### config.mk
export PLATFORM = sky130hd
export DESIGN_NAME = pgdram_ctrl
export DESIGN_NICKNAME = d
export VERILOG_FILES = /design/src/rtl/pgdram_pkg.sv /design/src/rtl/pgdram_rowtrk.sv /design/src/rtl/pgdram_agecnt.sv /design/src/rtl/pgdram_rdcap.sv /design/src/rtl/pgdram_ctrl.sv
export SDC_FILE = /design/constraint.sdc
export NUM_CORES = 1
export LEC_CHECK = 0
export ABC_AREA = 1
export BUFFER_PORTS_ARGS = -buffer_cell sky130_fd_sc_hd__buf_2
export CORE_MARGIN = 1
export CORE_UTILIZATION = 60
export CTS_CLUSTER_SIZE = 24
export DETAILED_ROUTE_END_ITERATION = 8
export PLACE_DENSITY = 0.92
export SLEW_MARGIN = 20
export SYNTH_ARGS = -nofsm -noshare
export SYNTH_HDL_FRONTEND = slang
export SYNTH_HIERARCHICAL = 1
export SYNTH_SLANG_ARGS = --single-unit
### constraint.sdc
create_clock -name clk -period 6.59 [get_ports clk]
set_clock_uncertainty 0.05 [all_clocks]
set_input_delay 0.659 -clock clk [delete_from_list [all_inputs] [get_ports clk]]
set_output_delay 0.659 -clock clk [all_outputs]
set_load 0.02 [all_outputs]
### src/rtl/pgdram_pkg.sv
package pgdram_pkg;

    typedef enum logic [3:0] {
        ST_IDLE,
        ST_ROWSET,
        ST_RCD,
        ST_COLSET,
        ST_CAS,
        ST_CP,
        ST_OPEN,
        ST_PRE,
        ST_REF
    } pg_state_e;

    function automatic int unsigned pg_max(int unsigned a, int unsigned b);
        return (a > b) ? a : b;
    endfunction

endpackage

### src/rtl/pgdram_rowtrk.sv
module pgdram_rowtrk #(
    parameter int unsigned ROW_W = 10
) (
    input  logic             clk,
    input  logic             rst_n,
    input  logic             open_i,
    input  logic             close_i,
    input  logic [ROW_W-1:0] row_i,
    output logic             hit_o
);
    logic             vld_d, vld_q;
    logic [ROW_W-1:0] row_d, row_q;

    always_comb begin
        vld_d = vld_q;
        row_d = row_q;
        if (close_i) begin
            vld_d = 1'b0;
        end
        if (open_i) begin
            vld_d = 1'b1;
            row_d = row_i;
        end
    end

    always_ff @(posedge clk or negedge rst_n) begin
        if (!rst_n) begin
            vld_q <= 1'b0;
            row_q <= '0;
        end else begin
            vld_q <= vld_d;
            row_q <= row_d;
        end
    end

    assign hit_o = vld_q && (row_q == row_i);
endmodule

### src/rtl/pgdram_agecnt.sv
module pgdram_agecnt #(
    parameter int unsigned T_RASMAX = 40,
    parameter int unsigned ACC_LEN  = 6
) (
    input  logic clk,
    input  logic rst_n,
    input  logic ras_low_i,
    output logic room_o
);
    localparam int unsigned AGE_W = $clog2(T_RASMAX + 2) + 1;
    localparam logic [AGE_W-1:0] AGE_SAT = AGE_W'(T_RASMAX + 1);

    logic [AGE_W-1:0] age_d, age_q;

    always_comb begin
        if (!ras_low_i) begin
            age_d = '0;
        end else if (age_q >= AGE_SAT) begin
            age_d = age_q;
        end else begin
            age_d = age_q + AGE_W'(1);
        end
    end

    always_ff @(posedge clk or negedge rst_n) begin
        if (!rst_n) begin
            age_q <= '0;
        end else begin
            age_q <= age_d;
        end
    end

    // cycles already low (age_q), this cycle, and one more full access
    assign room_o = (32'(age_q) + 32'd1 + 32'(ACC_LEN)) <= 32'(T_RASMAX);
endmodule

### src/rtl/pgdram_rdcap.sv
module pgdram_rdcap #(
    parameter int unsigned DATA_W = 16
) (
    input  logic              clk,
    input  logic              rst_n,
    input  logic              sample_i,
    input  logic [DATA_W-1:0] dq_i,
    output logic              valid_o,
    output logic [DATA_W-1:0] data_o
);
    logic              vld_d, vld_q;
    logic [DATA_W-1:0] dat_d, dat_q;

    always_comb begin
        vld_d = sample_i;
        dat_d = sample_i ? dq_i : dat_q;
    end

    always_ff @(posedge clk or negedge rst_n) begin
        if (!rst_n) begin
            vld_q <= 1'b0;
            dat_q <= '0;
        end else begin
            vld_q <= vld_d;
            dat_q <= dat_d;
        end
    end

    assign valid_o = vld_q;
    assign data_o  = dat_q;
endmodule

### src/rtl/pgdram_ctrl.sv
module pgdram_ctrl
    import pgdram_pkg::*;
#(
    parameter int unsigned ROW_W    = 10,
    parameter int unsigned COL_W    = 10,
    parameter int unsigned DATA_W   = 16,
    parameter int unsigned T_RCD    = 2,
    parameter int unsigned T_CAS    = 3,
    parameter int unsigned T_CP     = 1,
    parameter int unsigned T_RP     = 2,
    parameter int unsigned T_RASMAX = 40,
    parameter int unsigned RD_LAT   = 2,
    localparam int unsigned ADDR_W  = (ROW_W > COL_W) ? ROW_W : COL_W
) (
    input  logic              clk,
    input  logic              rst_n,
    input  logic              req_valid,
    output logic              req_ready,
    input  logic              req_we,
    input  logic              req_late,
    input  logic [ROW_W-1:0]  req_row,
    input  logic [COL_W-1:0]  req_col,
    input  logic [DATA_W-1:0] req_wdata,
    output logic              rsp_valid,
    output logic [DATA_W-1:0] rsp_rdata,
    input  logic              ref_req,
    output logic              ref_gnt,
    output logic              dram_ras_n,
    output logic              dram_cas_n,
    output logic              dram_we_n,
    output logic              dram_oe_n,
    output logic [ADDR_W-1:0] dram_addr,
    output logic [DATA_W-1:0] dram_dq_out,
    output logic              dram_dq_oe,
    input  logic [DATA_W-1:0] dram_dq_in
);
    localparam int unsigned CMAX    = pg_max(pg_max(T_RCD, T_CAS), pg_max(T_CP, T_RP));
    localparam int unsigned CNT_W   = $clog2(CMAX + 1) + 1;
    localparam int unsigned ACC_LEN = 2 + T_CAS + T_CP;

    typedef logic [CNT_W-1:0]  cnt_t;
    typedef logic [ADDR_W-1:0] addr_t;
    typedef logic [COL_W-1:0]  col_t;
    typedef logic [DATA_W-1:0] data_t;

    typedef struct packed {
        pg_state_e st;
        cnt_t      cnt;
        logic      ras_n;
        logic      cas_n;
        logic      we_n;
        logic      oe_n;
        logic      dq_oe;
        addr_t     addr;
        logic      wr;
        logic      late;
        col_t      col;
        data_t     wdata;
    } ctl_t;

    localparam ctl_t CTL_RST = '{
        st: ST_IDLE, cnt: '0, ras_n: 1'b1, cas_n: 1'b1, we_n: 1'b1,
        oe_n: 1'b1, dq_oe: 1'b0, addr: '0, wr: 1'b0, late: 1'b0,
        col: '0, wdata: '0
    };

    ctl_t ctl_d, ctl_q;
    logic row_hit, age_room;
    logic open_row, close_row, sample_rd;

    // Set up the strobes for the cycle before the column strobe falls.
    function automatic ctl_t col_setup(ctl_t c, logic wr, logic late, col_t col, data_t wd);
        ctl_t r;
        r       = c;
        r.st    = ST_COLSET;
        r.addr  = addr_t'(col);
        r.col   = col;
        r.wr    = wr;
        r.late  = late;
        r.wdata = wd;
        r.we_n  = !(wr && !late);
        r.dq_oe = wr && !late;
        r.oe_n  = wr;
        return r;
    endfunction

    always_comb begin
        ctl_d     = ctl_q;
        req_ready = 1'b0;
        open_row  = 1'b0;
        close_row = 1'b0;
        sample_rd = 1'b0;
        unique case (ctl_q.st)
            ST_IDLE: begin
                ctl_d.ras_n = 1'b1;
                ctl_d.cas_n = 1'b1;
                ctl_d.we_n  = 1'b1;
                ctl_d.oe_n  = 1'b1;
                ctl_d.dq_oe = 1'b0;
                if (ref_req) begin
                    ctl_d.st = ST_REF;
                end else begin
                    req_ready = 1'b1;
                    if (req_valid) begin
                        open_row    = 1'b1;
                        ctl_d.st    = ST_ROWSET;
                        ctl_d.addr  = addr_t'(req_row);
                        ctl_d.col   = req_col;
                        ctl_d.wr    = req_we;
                        ctl_d.late  = req_late;
                        ctl_d.wdata = req_wdata;
                    end
                end
            end
            ST_ROWSET: begin
                ctl_d.ras_n = 1'b0;
                ctl_d.st    = ST_RCD;
                ctl_d.cnt   = cnt_t'(T_RCD - 1);
            end
            ST_RCD: begin
                if (ctl_q.cnt == '0) begin
                    ctl_d = col_setup(ctl_q, ctl_q.wr, ctl_q.late, ctl_q.col, ctl_q.wdata);
                end else begin
                    ctl_d.cnt = ctl_q.cnt - cnt_t'(1);
                end
            end
            ST_COLSET: begin
                ctl_d.cas_n = 1'b0;
                ctl_d.st    = ST_CAS;
                ctl_d.cnt   = '0;
            end
            ST_CAS: begin
                if (!ctl_q.wr && ctl_q.cnt == cnt_t'(RD_LAT - 1)) begin
                    sample_rd = 1'b1;
                end
                if (ctl_q.wr && ctl_q.late && ctl_q.cnt == '0) begin
                    ctl_d.we_n  = 1'b0;
                    ctl_d.dq_oe = 1'b1;
                end
                if (ctl_q.cnt == cnt_t'(T_CAS - 1)) begin
                    ctl_d.cas_n = 1'b1;
                    ctl_d.we_n  = 1'b1;
                    ctl_d.dq_oe = 1'b0;
                    ctl_d.oe_n  = 1'b1;
                    ctl_d.st    = (T_CP > 0) ? ST_CP : ST_OPEN;
                    ctl_d.cnt   = cnt_t'((T_CP > 0) ? (T_CP - 1) : 0);
                end else begin
                    ctl_d.cnt = ctl_q.cnt + cnt_t'(1);
                end
            end
            ST_CP: begin
                if (ctl_q.cnt == '0) begin
                    ctl_d.st = ST_OPEN;
                end else begin
                    ctl_d.cnt = ctl_q.cnt - cnt_t'(1);
                end
            end
            ST_OPEN: begin
                req_ready = !ref_req && row_hit && age_room;
                if (req_ready && req_valid) begin
                    ctl_d = col_setup(ctl_q, req_we, req_late, req_col, req_wdata);
                end else begin
                    close_row   = 1'b1;
                    ctl_d.ras_n = 1'b1;
                    ctl_d.st    = ST_PRE;
                    ctl_d.cnt   = cnt_t'(T_RP - 1);
                end
            end
            ST_PRE: begin
                if (ctl_q.cnt == '0) begin
                    ctl_d.st = ST_IDLE;
                end else begin
                    ctl_d.cnt = ctl_q.cnt - cnt_t'(1);
                end
            end
            ST_REF: begin
                if (!ref_req) begin
                    ctl_d.st = ST_IDLE;
                end
            end
            default: ctl_d = CTL_RST;
        endcase
    end

    always_ff @(posedge clk or negedge rst_n) begin
        if (!rst_n) begin
            ctl_q <= CTL_RST;
        end else begin
            ctl_q <= ctl_d;
        end
    end

    pgdram_rowtrk #(.ROW_W(ROW_W)) u_rowtrk (
        .clk    (clk),
        .rst_n  (rst_n),
        .open_i (open_row),
        .close_i(close_row),
        .row_i  (req_row),
        .hit_o  (row_hit)
    );

    pgdram_agecnt #(.T_RASMAX(T_RASMAX), .ACC_LEN(ACC_LEN)) u_agecnt (
        .clk      (clk),
        .rst_n    (rst_n),
        .ras_low_i(!ctl_q.ras_n),
        .room_o   (age_room)
    );

    pgdram_rdcap #(.DATA_W(DATA_W)) u_rdcap (
        .clk     (clk),
        .rst_n   (rst_n),
        .sample_i(sample_rd),
        .dq_i    (dram_dq_in),
        .valid_o (rsp_valid),
        .data_o  (rsp_rdata)
    );

    assign ref_gnt     = (ctl_q.st == ST_REF);
    assign dram_ras_n  = ctl_q.ras_n;
    assign dram_cas_n  = ctl_q.cas_n;
    assign dram_we_n   = ctl_q.we_n;
    assign dram_oe_n   = ctl_q.oe_n;
    assign dram_addr   = ctl_q.addr;
    assign dram_dq_out = ctl_q.wdata;
    assign dram_dq_oe  = ctl_q.dq_oe;
endmodule

==> impl_metrics.csv <==
group,metric,value,unit
yosys,synthFlopType,"dfrtp_1",
pwr,power.density,463,nW/um^2
cts,cts-root-buf,"clkbuf_8",
yosys,async_reset_ff_share,100,%
timing,setup_tns,0,ns
worst_setup_path,ff2ff_path_depth,8,
detailed_routing,wl_per_cell,13.6,microns
yosys,synth-simple-area-share,38.9,%
cts,hold_buffers,0,
yosys,synth_fp_nets,770,
cts,post_cts_resized,0,
worst_setup_path,arrival,2.41,ns
global_routing,grt_pass1_vias,4367,
yosys,synth_top_family_by_area,"simple AND/OR/NAND/NOR gates",
detailed_routing,drc_errors,0,
floorplan,coreArea,8260,sq um
cells_and_area,n_antenna_cell,0,
yosys,synth_compound_area_share,2.79,%
cts,cts_tree,"done",
floorplan,initial_core_util,62.5,%
yosys,synth_top_area_share,39.3,%
global_routing,grt_overflow_total,0,
yosys,synth_edf_count,0,
floorplan,die_h,94.7,microns
worst_setup_path,crit_fanout,8,
yosys,syn_area,5160,sq um
yosys,synth.area.top_cells,"dfrtp_1, nand2_1, nand4_1, nand3_1, inv_1",
timing,relSlewSlack,29.4,%
worst_setup_path,start_kind,"register",
yosys,ys_seq_elements,85,
cts,clock_latency,0.36,ns
yosys,synth_xor_area_share,1.53,%
flow_run,cap_violations,0,
cts,htreeDepth,3,
yosys,synth_fa_ha_area_share,2.18,%
yosys,ys_seq_area_share,41.3,%
global_routing,antenna_found_initial,0,
cts,clockBufferDepth,2,
timing,setup_viol,0,
detailed_routing,drtIter0Drc,304,
cts,clock_sinks,85,
yosys,synth_mux_area_share,0,%
yosys,synth_area_per_cell,7.34,sq um
floorplan,top_level_ports,108,
pwr,leakage,0.00328,uW
timing,hold_viol_final,0,
detailed_routing,vias_per_cell,5.43,
place,gp_congestion,0.983,
outcome,status,"complete, no violations",
global_routing,grt_max_degree,86,
timing,period_share,47.4,%
yosys,yosysUniqueCellTypes,36,
detailed_routing,num_vias,4771,
worst_setup_path,crit_required,5.88,ns
worst_setup_path,cp-end-kind,"output port",
timing,slew_viol_final,0,
cells_and_area,nFillCells,669,
timing,rsz0062_at_grt,"false",
place,portBuffers,107,
cts,clk_pin_slew,0.09,ns
timing,timing.final.ws_setup,3.47,ns
worst_setup_path,reg2reg_slack,3.63,ns
yosys,postSynthCellCount,703,
pwr,ir_drop,223,uV
timing,fmax,0.320,GHz
floorplan,die_x,94.7,microns
place,hpwl,8.39,mm
global_routing,grt_pass1_wl,19.5,mm
timing,fin_crit,3.12,ns
cts,numCtsBuffers,9,
cells_and_area,area_growth,9.75,%
cells_and_area,nets,835,
yosys,ys.warnings.count,6,
yosys,yosysTopAreaCell,"dfrtp_1",
worst_setup_path,r2r_start,"ctl_q[46]",
worst_hold_path,hp-class,"primary input to asynchronous set/reset pin",
detailed_routing,drt-total-wl,12.0,mm
detailed_routing,ant_nets,0,
floorplan,dieArea,8970,sq um
global_routing,track_usage,27.8,%
cts,postCtsSetupRepairBufs,0,
timing,tightestPinTransition,1.06,ns
cells_and_area,final_layout_size_suffix_gt1_share,22.1,%
detailed_routing,drt-pass1-iter-count,5,
worst_setup_path,worstReg2RegEnd,"u_rowtrk/row_q[8]",
worst_setup_path,crit_type,"register to output port",
place,dp_slack,3.81,ns
floorplan,row_count,33,
pwr,total_power,2620,uW
-- report_power, final --
part | switching [uW] | internal (uW) | leakage, uW
Sequential | 119 | 716 | 0.00108
Combinational | 976 | 405 | 0.00210
Clock | 190 | 215 | 0.000104
Total | 1280 | 1340 | 0.00328
-- area by class of cell --
class | count | area (sq um) | share of cell area (%)
clock buffers | 11 | 131 | 2.32
clock inverters | 5 | 85.1 | 1.50
inverters | 72 | 275 | 4.86
multi-input cells | 491 | 2350 | 41.5
flip-flops and latches | 85 | 2130 | 37.7
well taps | 105 | 131 | 2.32
repair buffers | 109 | 557 | 9.84
-- cells in the final DEF (no fill, tap or decap) --
master,netlist,layout
nand2_1,275,274
buf_2,9,106
dfrtp_1,81,81
inv_1,60,60
nand3_1,50,50
nor2_1,49,49
nand4_1,43,43
nand2_2,14,15
o21ai_0,13,13
inv_2,11,11
ha_1,9,9
clkbuf_8,0,9
nor2_2,6,6
xor2_1,5,5
nor2_4,4,4
a21oi_1,4,4
dfstp_2,4,4
xnor2_1,4,4
a21boi_0,2,2
clkinv_4,0,2
bufinv_16,0,2
clkbuf_1,6,2
buf_4,29,2
nand3_4,2,2
nor4_2,0,1
o21ai_4,1,1
nand4_2,1,1
nand4_4,1,1
o211ai_1,1,1
a22oi_1,1,1
nor3_1,1,1
o21a_1,1,1
nand3b_1,1,1
clkinvlp_4,0,1
buf_6,9,1
nand2_4,1,1
o21ai_1,1,1
inv_6,1,1
-- metrics by stage --
stage | instances | utilization (%) | area, sq um | hold WS, ns
floorplan | 703 | - | 5160 | 0.313
global placement | 862 | 65.8 | 5440 | 0.399
detailed placement | 862 | 65.8 | 5440 | 0.403
CTS | 878 | 68.5 | 5650 | 0.417
global route | 878 | 68.5 | 5660 | 0.367
finish | 878 | 68.5 | 5660 | 0.305
-- cell usage after synthesis, types with 2 or more instances --
| library cell | n |
|---|---|
| dfstp_2 | 4 |
| buf_2 | 9 |
| inv_1 | 60 |
| clkbuf_1 | 6 |
| nand2_2 | 14 |
| nand4_1 | 43 |
| nand2_1 | 275 |
| nor2_2 | 6 |
| a21oi_1 | 4 |
| a21boi_0 | 2 |
| nand3_1 | 50 |
| buf_6 | 9 |
| xnor2_1 | 4 |
| o21ai_0 | 13 |
| nor2_4 | 4 |
| ha_1 | 9 |
| inv_2 | 11 |
| nand3_4 | 2 |
| dfrtp_1 | 81 |
| nor2_1 | 49 |
| xor2_1 | 5 |
| buf_4 | 29 |
-- routing by layer --
| layer | GRT usage (%) | up-vias | share of wire (%) |
|---|---|---|---|
| met5 | 0 | - | 0 |
| met4 | 11.9 | 0 | 2.4 |
| met1 | 36.0 | 2234 | 42 |
| li1 | - | 2306 | - |
| met3 | 4.99 | 27 | 6.7 |
| met2 | 45.8 | 204 | 49 |
-- kinds of logic (layout without fill, tap and decap cells) --
group | after synthesis | count (layout)
simple gates | 449 | 449
buf+inv | 127 | 197
flops | 85 | 85
compound gates | 24 | 24
fa+ha+maj | 9 | 9
xor+xnor | 9 | 9
-- critical path, cell delays in order, from the launching register on --
cell and delay, ns:
dfrtp_1 0.51, inv_2 0.12, ha_1 0.23, nand2_1 0.12, nand2_1 0.10, o21ai_1 0.16
nand2_1 0.07, a21oi_1 0.21, nand2_1 0.08, nor2_1 0.13, nand2_1 0.07, nand2_1 0.10
buf_2 0.16
-- flip-flops by register name, summed over array words and instances, names as in the netlist --
name             flops
dram_addr           10
dram_cas_n           1
u_agecnt/age_q       7
u_rowtrk/row_q      10
dram_oe_n            1
dram_we_n            1
dram_dq_out         16
dram_dq_oe           1
u_rdcap/data_o      16
dram_ras_n           1
u_rdcap/valid_o      1
u_rowtrk/vld_q       1
ctl_q               19
-- how the worst max path moves through the flow --
stage	from	depth (start not counted)	to	slack, ns
global placement	ctl_q[48]	6	ctl_q[43]	3.98
global route	u_agecnt/age_q[0]	12	req_ready	3.27
floorplan	u_agecnt/age_q[0]	11	req_ready	4.28
CTS	u_agecnt/age_q[0]	12	req_ready	3.46
finish	u_agecnt/age_q[0]	12	req_ready	3.47
detailed placement	ctl_q[46]	8	u_rowtrk/row_q[8]	3.81
(Power assumes the default switching activity.)
